`src/rtl/txr_pkg.sv`:
```
package txr_pkg;
   typedef enum logic [1:0] {
      CAP_KEEP = 2'd0,
      CAP_PASS = 2'd1,
      CAP_EDGE = 2'd2
   } cap_e;

   function automatic cap_e pick_cap(input logic pass, input logic rise, input logic block);
      if (block)     return CAP_KEEP;
      else if (pass) return CAP_PASS;
      else if (rise) return CAP_EDGE;
      else           return CAP_KEEP;
   endfunction
endpackage

```
`src/rtl/txr_bus_keep.sv`:
```
module txr_bus_keep #(
   parameter int WIDTH   = 18,
   parameter bit KEEP_EN = 1'b1
) (
   input  logic             clk,
   input  logic             rst,
   input  logic [WIDTH-1:0] pin_val,
   input  logic             pin_driven,
   output logic [WIDTH-1:0] eff_val
);
   generate
      if (KEEP_EN) begin : g_keep
         logic [WIDTH-1:0] last_q;
         assign eff_val = pin_driven ? pin_val : last_q;
         always_ff @(posedge clk) begin
            if (rst) last_q <= '0;
            else     last_q <= eff_val;
         end
      end else begin : g_wire
         assign eff_val = pin_val;
      end
   endgenerate
endmodule

```
`src/rtl/txr_lane.sv`:
```
module txr_lane
   import txr_pkg::*;
#(
   parameter int WIDTH = 18
) (
   input  logic             clk,
   input  logic             rst,
   input  logic             pass,
   input  logic             strobe,
   input  logic             block,
   input  logic [WIDTH-1:0] din,
   output logic [WIDTH-1:0] dout
);
   logic             strobe_prev_q;
   logic             rise;
   cap_e             cap;
   logic [WIDTH-1:0] store_q;

   assign rise = strobe & ~strobe_prev_q;
   assign cap  = pick_cap(pass, rise, block);
   assign dout = store_q;

   always_ff @(posedge clk) begin
      strobe_prev_q <= strobe;
      if (rst) begin
         store_q <= '0;
      end else begin
         case (cap)
            CAP_PASS, CAP_EDGE: store_q <= din;
            default:            store_q <= store_q;
         endcase
      end
   end
endmodule

```
`src/rtl/dual_reg_transceiver.sv`:
```
module dual_reg_transceiver #(
   parameter int WIDTH   = 18,
   parameter bit KEEP_EN = 1'b1
) (
   input  logic             clk,
   input  logic             rst,
   input  logic             fwd_drive_en,
   input  logic             rev_drive_n,
   input  logic             fwd_pass,
   input  logic             rev_pass,
   input  logic             fwd_strobe,
   input  logic             rev_strobe,
   input  logic [WIDTH-1:0] a_in,
   input  logic             a_in_valid,
   input  logic [WIDTH-1:0] b_in,
   input  logic             b_in_valid,
   output logic [WIDTH-1:0] a_out,
   output logic             a_out_en,
   output logic [WIDTH-1:0] b_out,
   output logic             b_out_en,
   output logic             clash
);
   generate
      if (WIDTH < 1) begin : g_bad_width
         $error("dual_reg_transceiver: WIDTH must be at least 1");
      end
   endgenerate

   logic [WIDTH-1:0] a_eff;
   logic [WIDTH-1:0] b_eff;
   logic             both_on;
   logic             b_en_q;
   logic             a_en_q;
   logic             clash_q;

   assign both_on = fwd_drive_en & ~rev_drive_n;

   txr_bus_keep #(.WIDTH(WIDTH), .KEEP_EN(KEEP_EN)) u_keep_a (
      .clk(clk), .rst(rst), .pin_val(a_in), .pin_driven(a_in_valid), .eff_val(a_eff)
   );
   txr_bus_keep #(.WIDTH(WIDTH), .KEEP_EN(KEEP_EN)) u_keep_b (
      .clk(clk), .rst(rst), .pin_val(b_in), .pin_driven(b_in_valid), .eff_val(b_eff)
   );

   txr_lane #(.WIDTH(WIDTH)) u_fwd (
      .clk(clk), .rst(rst), .pass(fwd_pass), .strobe(fwd_strobe),
      .block(both_on), .din(a_eff), .dout(b_out)
   );
   txr_lane #(.WIDTH(WIDTH)) u_rev (
      .clk(clk), .rst(rst), .pass(rev_pass), .strobe(rev_strobe),
      .block(both_on), .din(b_eff), .dout(a_out)
   );

   always_ff @(posedge clk) begin
      b_en_q  <= fwd_drive_en;
      a_en_q  <= ~rev_drive_n;
      clash_q <= both_on;
   end

   assign b_out_en = b_en_q;
   assign a_out_en = a_en_q;
   assign clash    = clash_q;
endmodule

```
`config.mk`:
```
export PLATFORM = sky130hd
export DESIGN_NAME = dual_reg_transceiver
export DESIGN_NICKNAME = d
export VERILOG_FILES = /design/src/rtl/txr_pkg.sv /design/src/rtl/txr_bus_keep.sv /design/src/rtl/txr_lane.sv /design/src/rtl/dual_reg_transceiver.sv
export SDC_FILE = /design/constraint.sdc
export NUM_CORES = 1
export LEC_CHECK = 0
export ABC_AREA = 1
export CAP_MARGIN = 30
export CELL_PAD_IN_SITES_DETAIL_PLACEMENT = 0
export CELL_PAD_IN_SITES_GLOBAL_PLACEMENT = 1
export CORE_ASPECT_RATIO = 1.2
export CORE_UTILIZATION = 35
export CTS_CLUSTER_DIAMETER = 50
export CTS_CLUSTER_SIZE = 40
export DETAILED_ROUTE_END_ITERATION = 10
export GPL_TIMING_DRIVEN = 0
export PLACE_DENSITY_LB_ADDON = 0.15
export SETUP_SLACK_MARGIN = 0.05
export SLEW_MARGIN = 5
export SYNTH_ARGS = -nofsm -noshare
export SYNTH_HDL_FRONTEND = slang
export SYNTH_SLANG_ARGS = --single-unit
```
`constraint.sdc`:
```
create_clock -name clk -period 2.3 [get_ports clk]
set_input_delay 0.46 -clock clk [delete_from_list [all_inputs] [get_ports clk]]
set_output_delay 0.46 -clock clk [all_outputs]
set_load 0.01 [all_outputs]
```
==> results of run 1 <==
==> worst max-delay path by stage <==
stage,startpoint,end,slack (ps),depth (start not counted)
final,u_rev.dout[15]$_SDFFE_PP0P_,a_out[15],590,1
after global routing,u_rev.dout[14]$_SDFFE_PP0P_,a_out[14],550,1
after global placement,rev_drive_n,u_fwd.dout[16]$_SDFFE_PP0P_,500,7
after detailed placement,rev_drive_n,u_fwd.dout[16]$_SDFFE_PP0P_,480,7
after CTS,u_rev.dout[14]$_SDFFE_PP0P_,a_out[14],580,1
after floorplan,a_in_valid,u_fwd.dout[10]$_SDFFE_PP0P_,1150,8
==> power by group through the flow <==
stage          combinational, mW  sequential [mW]  clock, mW
2_1_floorplan              0.334             1.54          0
3_3_place_gp               0.619             1.51          0
3_5_place_dp               0.626             1.51          0
4_1_cts                    0.630             1.49       1.43
5_1_grt                    0.695             1.50       1.48
6_report                   0.618             1.49       1.39
==> layer usage <==
metal | vias to the layer above | wire length [microns]
met2 | 57 | 3790
met5 | - | 0
met3 | 12 | 318
li1 | 1598 | -
met4 | 0 | 157
met1 | 1262 | 3540
==> cell type report <==
type | instances | area (sq um)
clock buffers | 11 | 243
fillers | 992 | 4850
clock inverters | 5 | 50.0
multi-input cells | 293 | 1370
well taps | 123 | 154
plain buffers | 26 | 181
flip-flops and latches | 77 | 1540
inverters | 81 | 314
repair buffers | 81 | 811
==> cells by family after synthesis <==
group | Yosys count
simple gates | 257
flops | 77
buf+inv | 107
compound gates | 36
==> synth_stat cells <==
| master | count | area, sq um |
|---|---|---|
| nor2_2 | 18 | 113 |
| a21oi_1 | 36 | 180 |
| inv_1 | 78 | 293 |
| nand3_1 | 32 | 160 |
| nor2_1 | 54 | 203 |
| nand2_4 | 2 | 22.5 |
| buf_2 | 17 | 85.1 |
| buf_1 | 1 | 3.75 |
| buf_12 | 2 | 40.0 |
| dfxtp_1 | 77 | 1540 |
| nand2_2 | 41 | 257 |
| inv_6 | 2 | 17.5 |
| nand3_2 | 4 | 40.0 |
| inv_2 | 1 | 3.75 |
| buf_6 | 2 | 22.5 |
| nand2_1 | 106 | 398 |
| buf_4 | 4 | 30.0 |
==> stage by stage <==
stage | area (sq um) | hold slack, ps | setup WS, ps | utilization [%]
after global placement | 4370 | 465 | 504 | 46.0
after CTS | 4670 | 443 | 582 | 49.0
after global routing | 4670 | 448 | 553 | 49.0
after floorplan | 3410 | 488 | 1150 | -
after detailed placement | 4370 | 471 | 483 | 46.0
final | 4670 | 445 | 586 | 49.0
==> flip-flops by register name (all words and copies together) (netlist names) <==
name	cells
u_fwd.dout	18
u_keep_a.g_keep.last_q	18
u_keep_b.g_keep.last_q	18
u_rev.dout	18
a_out_en	1
b_out_en	1
clash	1
u_fwd.strobe_prev_q	1
u_rev.strobe_prev_q	1
==> impl_metrics.env, run 1 <==
export IMPL_synth_xor_area_share_pct=0
export IMPL_cp_top_family="buffers and inverters"
export IMPL_grt_pass1_vias=2764
export IMPL_cp_end_kind="output pin"
export IMPL_finClkSkew_ps=3.08
export IMPL_grt_busiest_layer="met2"
export IMPL_crit_chain="clkdlybuf4s50_1"
export IMPL_netlist_instances=477
export IMPL_switching_power_uw=885
export IMPL_setup_viol=0
export IMPL_cts_buffer_depth=2
export IMPL_hp_start="rst"
export IMPL_reg2reg_to="u_rev.dout[12]$_SDFFE_PP0P_"
export IMPL_tightest_slew_ps=478
export IMPL_path_class="flop to output pin"
export IMPL_outcome="completed"
export IMPL_final_common_cell="nand2_1"
export IMPL_numClockSinks=77
export IMPL_hold_depth=2
export IMPL_fmax_mhz=583
export IMPL_hold_viol_final=0
export IMPL_power_mw=3.49
export IMPL_htreeDepth=3
export IMPL_p_per_area_nw_per_um2=748
export IMPL_pwr_share_clk_pct=39.8
export IMPL_wire_per_inst_microns=11.2
export IMPL_die_h_microns=110
export IMPL_hold_buffers=0
export IMPL_ys_seq_elements=77
export IMPL_setup_tns_final_ps=0
export IMPL_r2r_slack_ps=1130
export IMPL_synth_compound_area_share_pct=5.28
export IMPL_grt_setup_unrepaired="false"
export IMPL_synth_nets=523
export IMPL_drt_total_wl_microns=7810
export IMPL_grt_pass1_wl_microns=13300
export IMPL_placed_cells=681
export IMPL_path_buf_inv=1
export IMPL_die_w_microns=92.1
export IMPL_slowest_stage="clkdlybuf4s50_1"
export IMPL_gp_congestion=0.748
export IMPL_drive_above_1_share_pct=18.8
export IMPL_cap_violations=0
export IMPL_synth_top_family_by_area="simple AND/OR/NAND/NOR gates"
export IMPL_diodes=0
export IMPL_use_met2_pct=29.5
export IMPL_route_detailed_drc=0
export IMPL_synth_adder_area_share_pct=0
export IMPL_holdPathEnd="u_keep_a.g_keep.last_q[0]$_SDFF_PP0_"
export IMPL_layout_cells_non_filler=697
export IMPL_cp_arrival_ps=1250
export IMPL_irDropWorstVdd_uv=468
export IMPL_path_max_fanout=2
export IMPL_combPwrFrac_pct=17.7
export IMPL_grt_max_degree=13
export IMPL_design_core_area_sq_um=9520
export IMPL_seqPwrFrac_pct=42.5
export IMPL_final_cell_mix="nand2_1, clkdlybuf4s50_1, inv_1"
export IMPL_cts_root_buf="clkbuf_16"
export IMPL_synth_mux_area_share_pct=0
export IMPL_hpwl_microns=5680
export IMPL_clk_latency_ps=330
export IMPL_slew_headroom_pct=68.1
export IMPL_worst_setup_path_start_kind="flop"
export IMPL_cts_tree="done"
export IMPL_critPathMaxStageDelay_ps=550
export IMPL_slew_violations=0
export IMPL_drtIter0Drc=58
export IMPL_grt_use_met3_pct=2.67
export IMPL_power_leakage_nw=2.28
export IMPL_synth_simple_gate_area_share_pct=35.0
export IMPL_start_util_pct=35.8
export IMPL_path_clk_slew_ps=60
export IMPL_required_ps=1840
export IMPL_switching_share_pct=25.3
export IMPL_row_count=39
export IMPL_ctsResizeCount=0
export IMPL_ant_nets=0
export IMPL_track_usage_pct=16.8
export IMPL_drt_pass1_iterations=4
export IMPL_num_vias=2929
export IMPL_r2r_cells=7
export IMPL_viasPerCell=4.20
export IMPL_fin_nets=615
export IMPL_use_met1_pct=20.2
export IMPL_r2r_start="u_rev.strobe_prev_q$_DFF_P_"
export IMPL_holdCritPathClass="input pin to flop"
export IMPL_antenna_found_initial=0
export IMPL_yosys_cell_types_count=17
export IMPL_numPortBuffers=81
export IMPL_fin_crit_ps=1710
export IMPL_syn_area_per_cell_sq_um=7.15
export IMPL_area_delta_synth_final_pct=36.9
export IMPL_num_io_pins=85
export IMPL_cts_buffers=9
export IMPL_ys_warn_count=0
export IMPL_cts_setup_buffers=0
export IMPL_ys_seq_area_share_pct=45.2
export IMPL_p_int_mw=2.61
export IMPL_grt_overflow_total=0
export IMPL_period_share_pct=74.5
export IMPL_die_area_sq_um=10100
export IMPL_syn_cell_area_sq_um=3410
Note: power is estimated with default switching activity, not from simulation.
==> inputs of run 2 (changes only) <==
CORE_UTILIZATION = 31   (was 35)
clock period = 1.4 ns   (was 2.3 ns; I/O delays follow)
==> impl_metrics.env, run 2 (synthesis gave the netlist of run 1 again) <==
export IMPL_hpwl_microns=5820
export IMPL_area_delta_synth_final_pct=36.9
export IMPL_p_per_area_nw_per_um2=1270
export IMPL_cts_buffers=9
export IMPL_irDropWorstVdd_uv=638
export IMPL_cts_root_buf="clkbuf_16"
export IMPL_path_class="flop to output pin"
export IMPL_slew_violations=0
export IMPL_path_buf_inv=1
export IMPL_track_usage_pct=14.8
export IMPL_fill_cells=1129
export IMPL_die_h_microns=117
export IMPL_hold_slack_ps=258
export IMPL_die_area_sq_um=11400
export IMPL_drt_total_wl_microns=7970
export IMPL_path_clk_slew_ps=60
export IMPL_worst_setup_path_start_kind="flop"
export IMPL_fmax_mhz=796
export IMPL_drtIter0Drc=56
export IMPL_cts_setup_buffers=0
export IMPL_cts_buffer_depth=2
export IMPL_grt_max_degree=13
export IMPL_num_vias=2952
export IMPL_required_ps=1120
export IMPL_hold_buffers=0
export IMPL_clk_latency_ps=330
export IMPL_period_share_pct=89.7
export IMPL_antenna_found_initial=0
export IMPL_outcome="finished, violations left"
export IMPL_setup_tns_final_ps=0
export IMPL_design_core_area_sq_um=10600
export IMPL_crit_chain="dlygate4sd2_1"
export IMPL_final_common_cell="nand2_1"
export IMPL_num_io_pins=85
export IMPL_numClockSinks=77
export IMPL_htreeDepth=3
export IMPL_slew_headroom_pct=66.2
export IMPL_start_util_pct=32.1
export IMPL_placed_cells=687
export IMPL_path_max_fanout=2
export IMPL_cts_tree="done"
export IMPL_diodes=0
export IMPL_fin_nets=615
export IMPL_die_w_microns=97.7
export IMPL_gp_congestion=0.713
export IMPL_viasPerCell=4.20
export IMPL_finClkSkew_ps=4.76
export IMPL_route_detailed_drc=12
export IMPL_ant_nets=0
export IMPL_slowest_stage="dfxtp_1"
export IMPL_violations="DRC"
export IMPL_grt_overflow_total=0
export IMPL_grt_pass1_wl_microns=13300
export IMPL_power_leakage_nw=2.43
export IMPL_cp_arrival_ps=980
export IMPL_cp_end_kind="output pin"
export IMPL_fin_crit_ps=1260
export IMPL_wire_per_inst_microns=11.3
export IMPL_tightest_slew_ps=507
export IMPL_grt_pass1_vias=2743
export IMPL_hold_viol_final=0
export IMPL_final_util_pct=43.9
export IMPL_holdCritPathClass="input pin to flop"
export IMPL_layout_cells_non_filler=703
export IMPL_grt_setup_unrepaired="true"
export IMPL_cap_violations=0
export IMPL_drive_above_1_share_pct=18.8
export IMPL_drt_pass1_iterations=7
export IMPL_power_mw=5.92
export IMPL_setup_viol=0
export IMPL_row_count=41
export IMPL_critPathMaxStageDelay_ps=360
export IMPL_numPortBuffers=81
export IMPL_final_cell_mix="nand2_1, inv_1, dfxtp_1"
export IMPL_cp_top_family="flip-flops"
[run 2: cell count changes in the layout (fill, tap and decap cells not counted)]
cell | before | now
clkbuf_8 | 1 | 2
dlygate4sd2_1 | 0 | 39
bufinv_16 | 1 | 2
clkbuf_4 | 0 | 3
clkinv_2 | 4 | 2
buf_2 | 17 | 14
clkdlybuf4s50_1 | 81 | 42
[run 2: area by class of cell]
cell class,count,area (sq um),share of cell area [%]
well taps,129,161,3.46
clock buffers,12,256,5.50
flip-flops and latches,77,1540,33.0
plain buffers,26,189,4.05
clock inverters,4,70.1,1.50
multi-input cells,293,1370,29.4
repair buffers,81,762,16.3
inverters,81,314,6.73
[run 2: worst paths after layout]
| path | to | slack, ps | depth (start not counted) | startpoint |
|---|---|---|---|---|
| hold reg to reg | u_fwd.dout[0]$_SDFFE_PP0P_ | 480 | 2 | u_fwd.dout[0]$_SDFFE_PP0P_ |
| setup reg to reg | u_fwd.dout[13]$_SDFFE_PP0P_ | 290 | 7 | u_fwd.strobe_prev_q$_DFF_P_ |
| hold / removal | u_keep_b.g_keep.last_q[16]$_SDFF_PP0_ | 260 | 2 | rst |
| setup / recovery | a_out[15] | 140 | 1 | u_rev.dout[15]$_SDFFE_PP0P_ |
[run 2: layer usage]
metal	share of wire (%)	GRT usage, %	up-vias
met5	0	0	-
met4	1.9	6.97	0
met3	4.1	2.67	11
met2	49	26.9	58
met1	45	17.1	1286
li1	-	-	1597
[run 2: timing repair]
item	CTS	global route
gates resized for setup	39	3
endpoints found under the setup margin	39	8
endpoints found under the hold margin	0	0
pin swaps	0	0
[run 2: stage by stage]
step                      area [sq um]  worst slack [ps]
after floorplan                   3410               429
after global placement            4380              -212
after detailed placement          4380              -228
after CTS                         4660               119
after global routing              4670              40.8
final                             4670               144
[run 2: power breakdown]
part / internal, mW / switching [mW]
Sequential: 2.37 / 0.0667
Clock: 1.65 / 0.878
Combinational: 0.436 / 0.518
Total: 4.46 / 1.46
==> inputs of run 3 (changes only) <==
SETUP_SLACK_MARGIN = not set   (was 0.05)
SLEW_MARGIN = not set   (was 5)
==> impl_metrics.env, run 3 (synthesis gave the netlist of run 1 again) <==
export IMPL_outcome="finished, violations left"
export IMPL_violations="DRC"
export IMPL_fmax_mhz=791
export IMPL_cts_root_buf="clkbuf_16"
export IMPL_period_share_pct=90.3
export IMPL_ctsResizeCount=39
export IMPL_slowest_stage="dfxtp_1"
export IMPL_placed_cells=687
export IMPL_cts_tree="done"
export IMPL_drive_above_1_share_pct=18.8
export IMPL_final_cell_mix="nand2_1, inv_1, dfxtp_1"
export IMPL_regArea_sq_um=1540
export IMPL_path_class="flop to output pin"
export IMPL_cts_buffers=9
export IMPL_fill_cells=1129
export IMPL_multi_input_area_sq_um=1370
export IMPL_antenna_found_initial=0
export IMPL_hold_viol_final=0
export IMPL_slew_violations=0
export IMPL_fin_nets=615
export IMPL_route_detailed_drc=12
export IMPL_track_usage_pct=14.8
export IMPL_diodes=0
export IMPL_power_leakage_nw=2.42
export IMPL_r2r_start="u_rev.strobe_prev_q$_DFF_P_"
export IMPL_drtIter0Drc=56
export IMPL_num_vias=2951
export IMPL_viasPerCell=4.20
export IMPL_ant_nets=0
export IMPL_worst_slack_ps=136
export IMPL_tightest_slew_ps=510
export IMPL_layout_cells_non_filler=703
export IMPL_cp_arrival_ps=980
export IMPL_drt_total_wl_microns=7970
export IMPL_hold_slack_ps=258
export IMPL_finClkSkew_ps=4.91
export IMPL_cp_end_kind="output pin"
export IMPL_hold_buffers=0
export IMPL_grt_pass1_vias=2743
export IMPL_final_common_cell="nand2_1"
export IMPL_fin_crit_ps=1260
export IMPL_num_io_pins=85
export IMPL_start_util_pct=32.1
export IMPL_clk_latency_ps=330
export IMPL_drt_pass1_iterations=7
export IMPL_grt_pass1_wl_microns=13300
export IMPL_gp_congestion=0.713
export IMPL_path_max_fanout=2
export IMPL_p_per_area_nw_per_um2=1270
export IMPL_critPathMaxStageDelay_ps=360
export IMPL_row_count=41
export IMPL_grt_overflow_total=0
export IMPL_design_core_area_sq_um=10600
export IMPL_die_w_microns=97.7
export IMPL_area_delta_synth_final_pct=36.7
export IMPL_die_h_microns=117
export IMPL_numClockSinks=77
export IMPL_hpwl_microns=5820
export IMPL_dp_worst_setup_slack_ps=-228
export IMPL_slew_headroom_pct=66.0
export IMPL_grt_max_degree=13
export IMPL_htreeDepth=3
export IMPL_worst_setup_path_start_kind="flop"
export IMPL_crit_start="u_rev.dout[15]$_SDFFE_PP0P_"
export IMPL_die_area_sq_um=11400
export IMPL_path_clk_slew_ps=60
export IMPL_grt_setup_unrepaired="false"
export IMPL_required_ps=1120
export IMPL_cap_violations=0
export IMPL_numPortBuffers=81
export IMPL_place_area_sq_um=4380
export IMPL_stdcell_area_sq_um=4660
export IMPL_setup_viol=0
export IMPL_cts_buffer_depth=2
export IMPL_cp_top_family="flip-flops"
export IMPL_path_buf_inv=1
export IMPL_cts_setup_buffers=0
export IMPL_holdCritPathClass="input pin to flop"
export IMPL_hp_start="rst"
export IMPL_setup_tns_final_ps=0
export IMPL_wire_per_inst_microns=11.3
export IMPL_crit_chain="dlygate4sd2_1"
export IMPL_irDropWorstVdd_uv=637
run 3: cell types whose count changed in the layout (fill, tap and decap cells not counted):
cell	delta
buf_2	+3
clkbuf_4	-3
run 3: metrics by stage:
| stage | power, mW | utilization, % |
|---|---|---|
| final | 5.92 | 43.9 |
| after global routing | 6.19 | 43.9 |
| after CTS | 5.98 | 43.9 |
| after detailed placement | 3.52 | 41.3 |
| after global placement | 3.51 | 41.3 |
| after floorplan | 3.07 | - |
run 3: routing by layer:
metal	vias up	wire (microns)	GRT usage, %
li1	1599	-	-
met1	1283	3610	17.1
met2	58	3870	26.9
met5	-	0	0
met4	0	155	6.97
met3	11	330	2.67
run 3: worst paths after layout:
| path | end | slack, ps | cells past startpoint |
|---|---|---|---|
| setup / recovery | a_out[15] | 140 | 1 |
| hold / removal | u_keep_b.g_keep.last_q[16]$_SDFF_PP0_ | 260 | 2 |
| setup reg to reg | u_rev.dout[10]$_SDFFE_PP0P_ | 260 | 7 |
| hold reg to reg | u_fwd.dout[0]$_SDFFE_PP0P_ | 480 | 2 |
run 3: where the power goes:
part / switching (mW) / internal, mW
logic: 0.518 / 0.433
registers: 0.0668 / 2.37
clock network: 0.879 / 1.65
run 3: worst reg2reg max path, delay by kind of cell (launching register included):
family | cells | cell delay, ps
buffers and inverters | 2 | 320
and+or+nand+nor | 5 | 430
DFF | 1 | 290
run 3: layout make-up:
type                    instances  share of cell area [%]
flip-flops and latches         77                    33.1
multi-input cells             293                    29.5
repair buffers                 81                    16.4
inverters                      81                    6.74
clock buffers                  12                    5.50
plain buffers                  26                    3.89
well taps                     129                    3.46
clock inverters                 4                    1.50
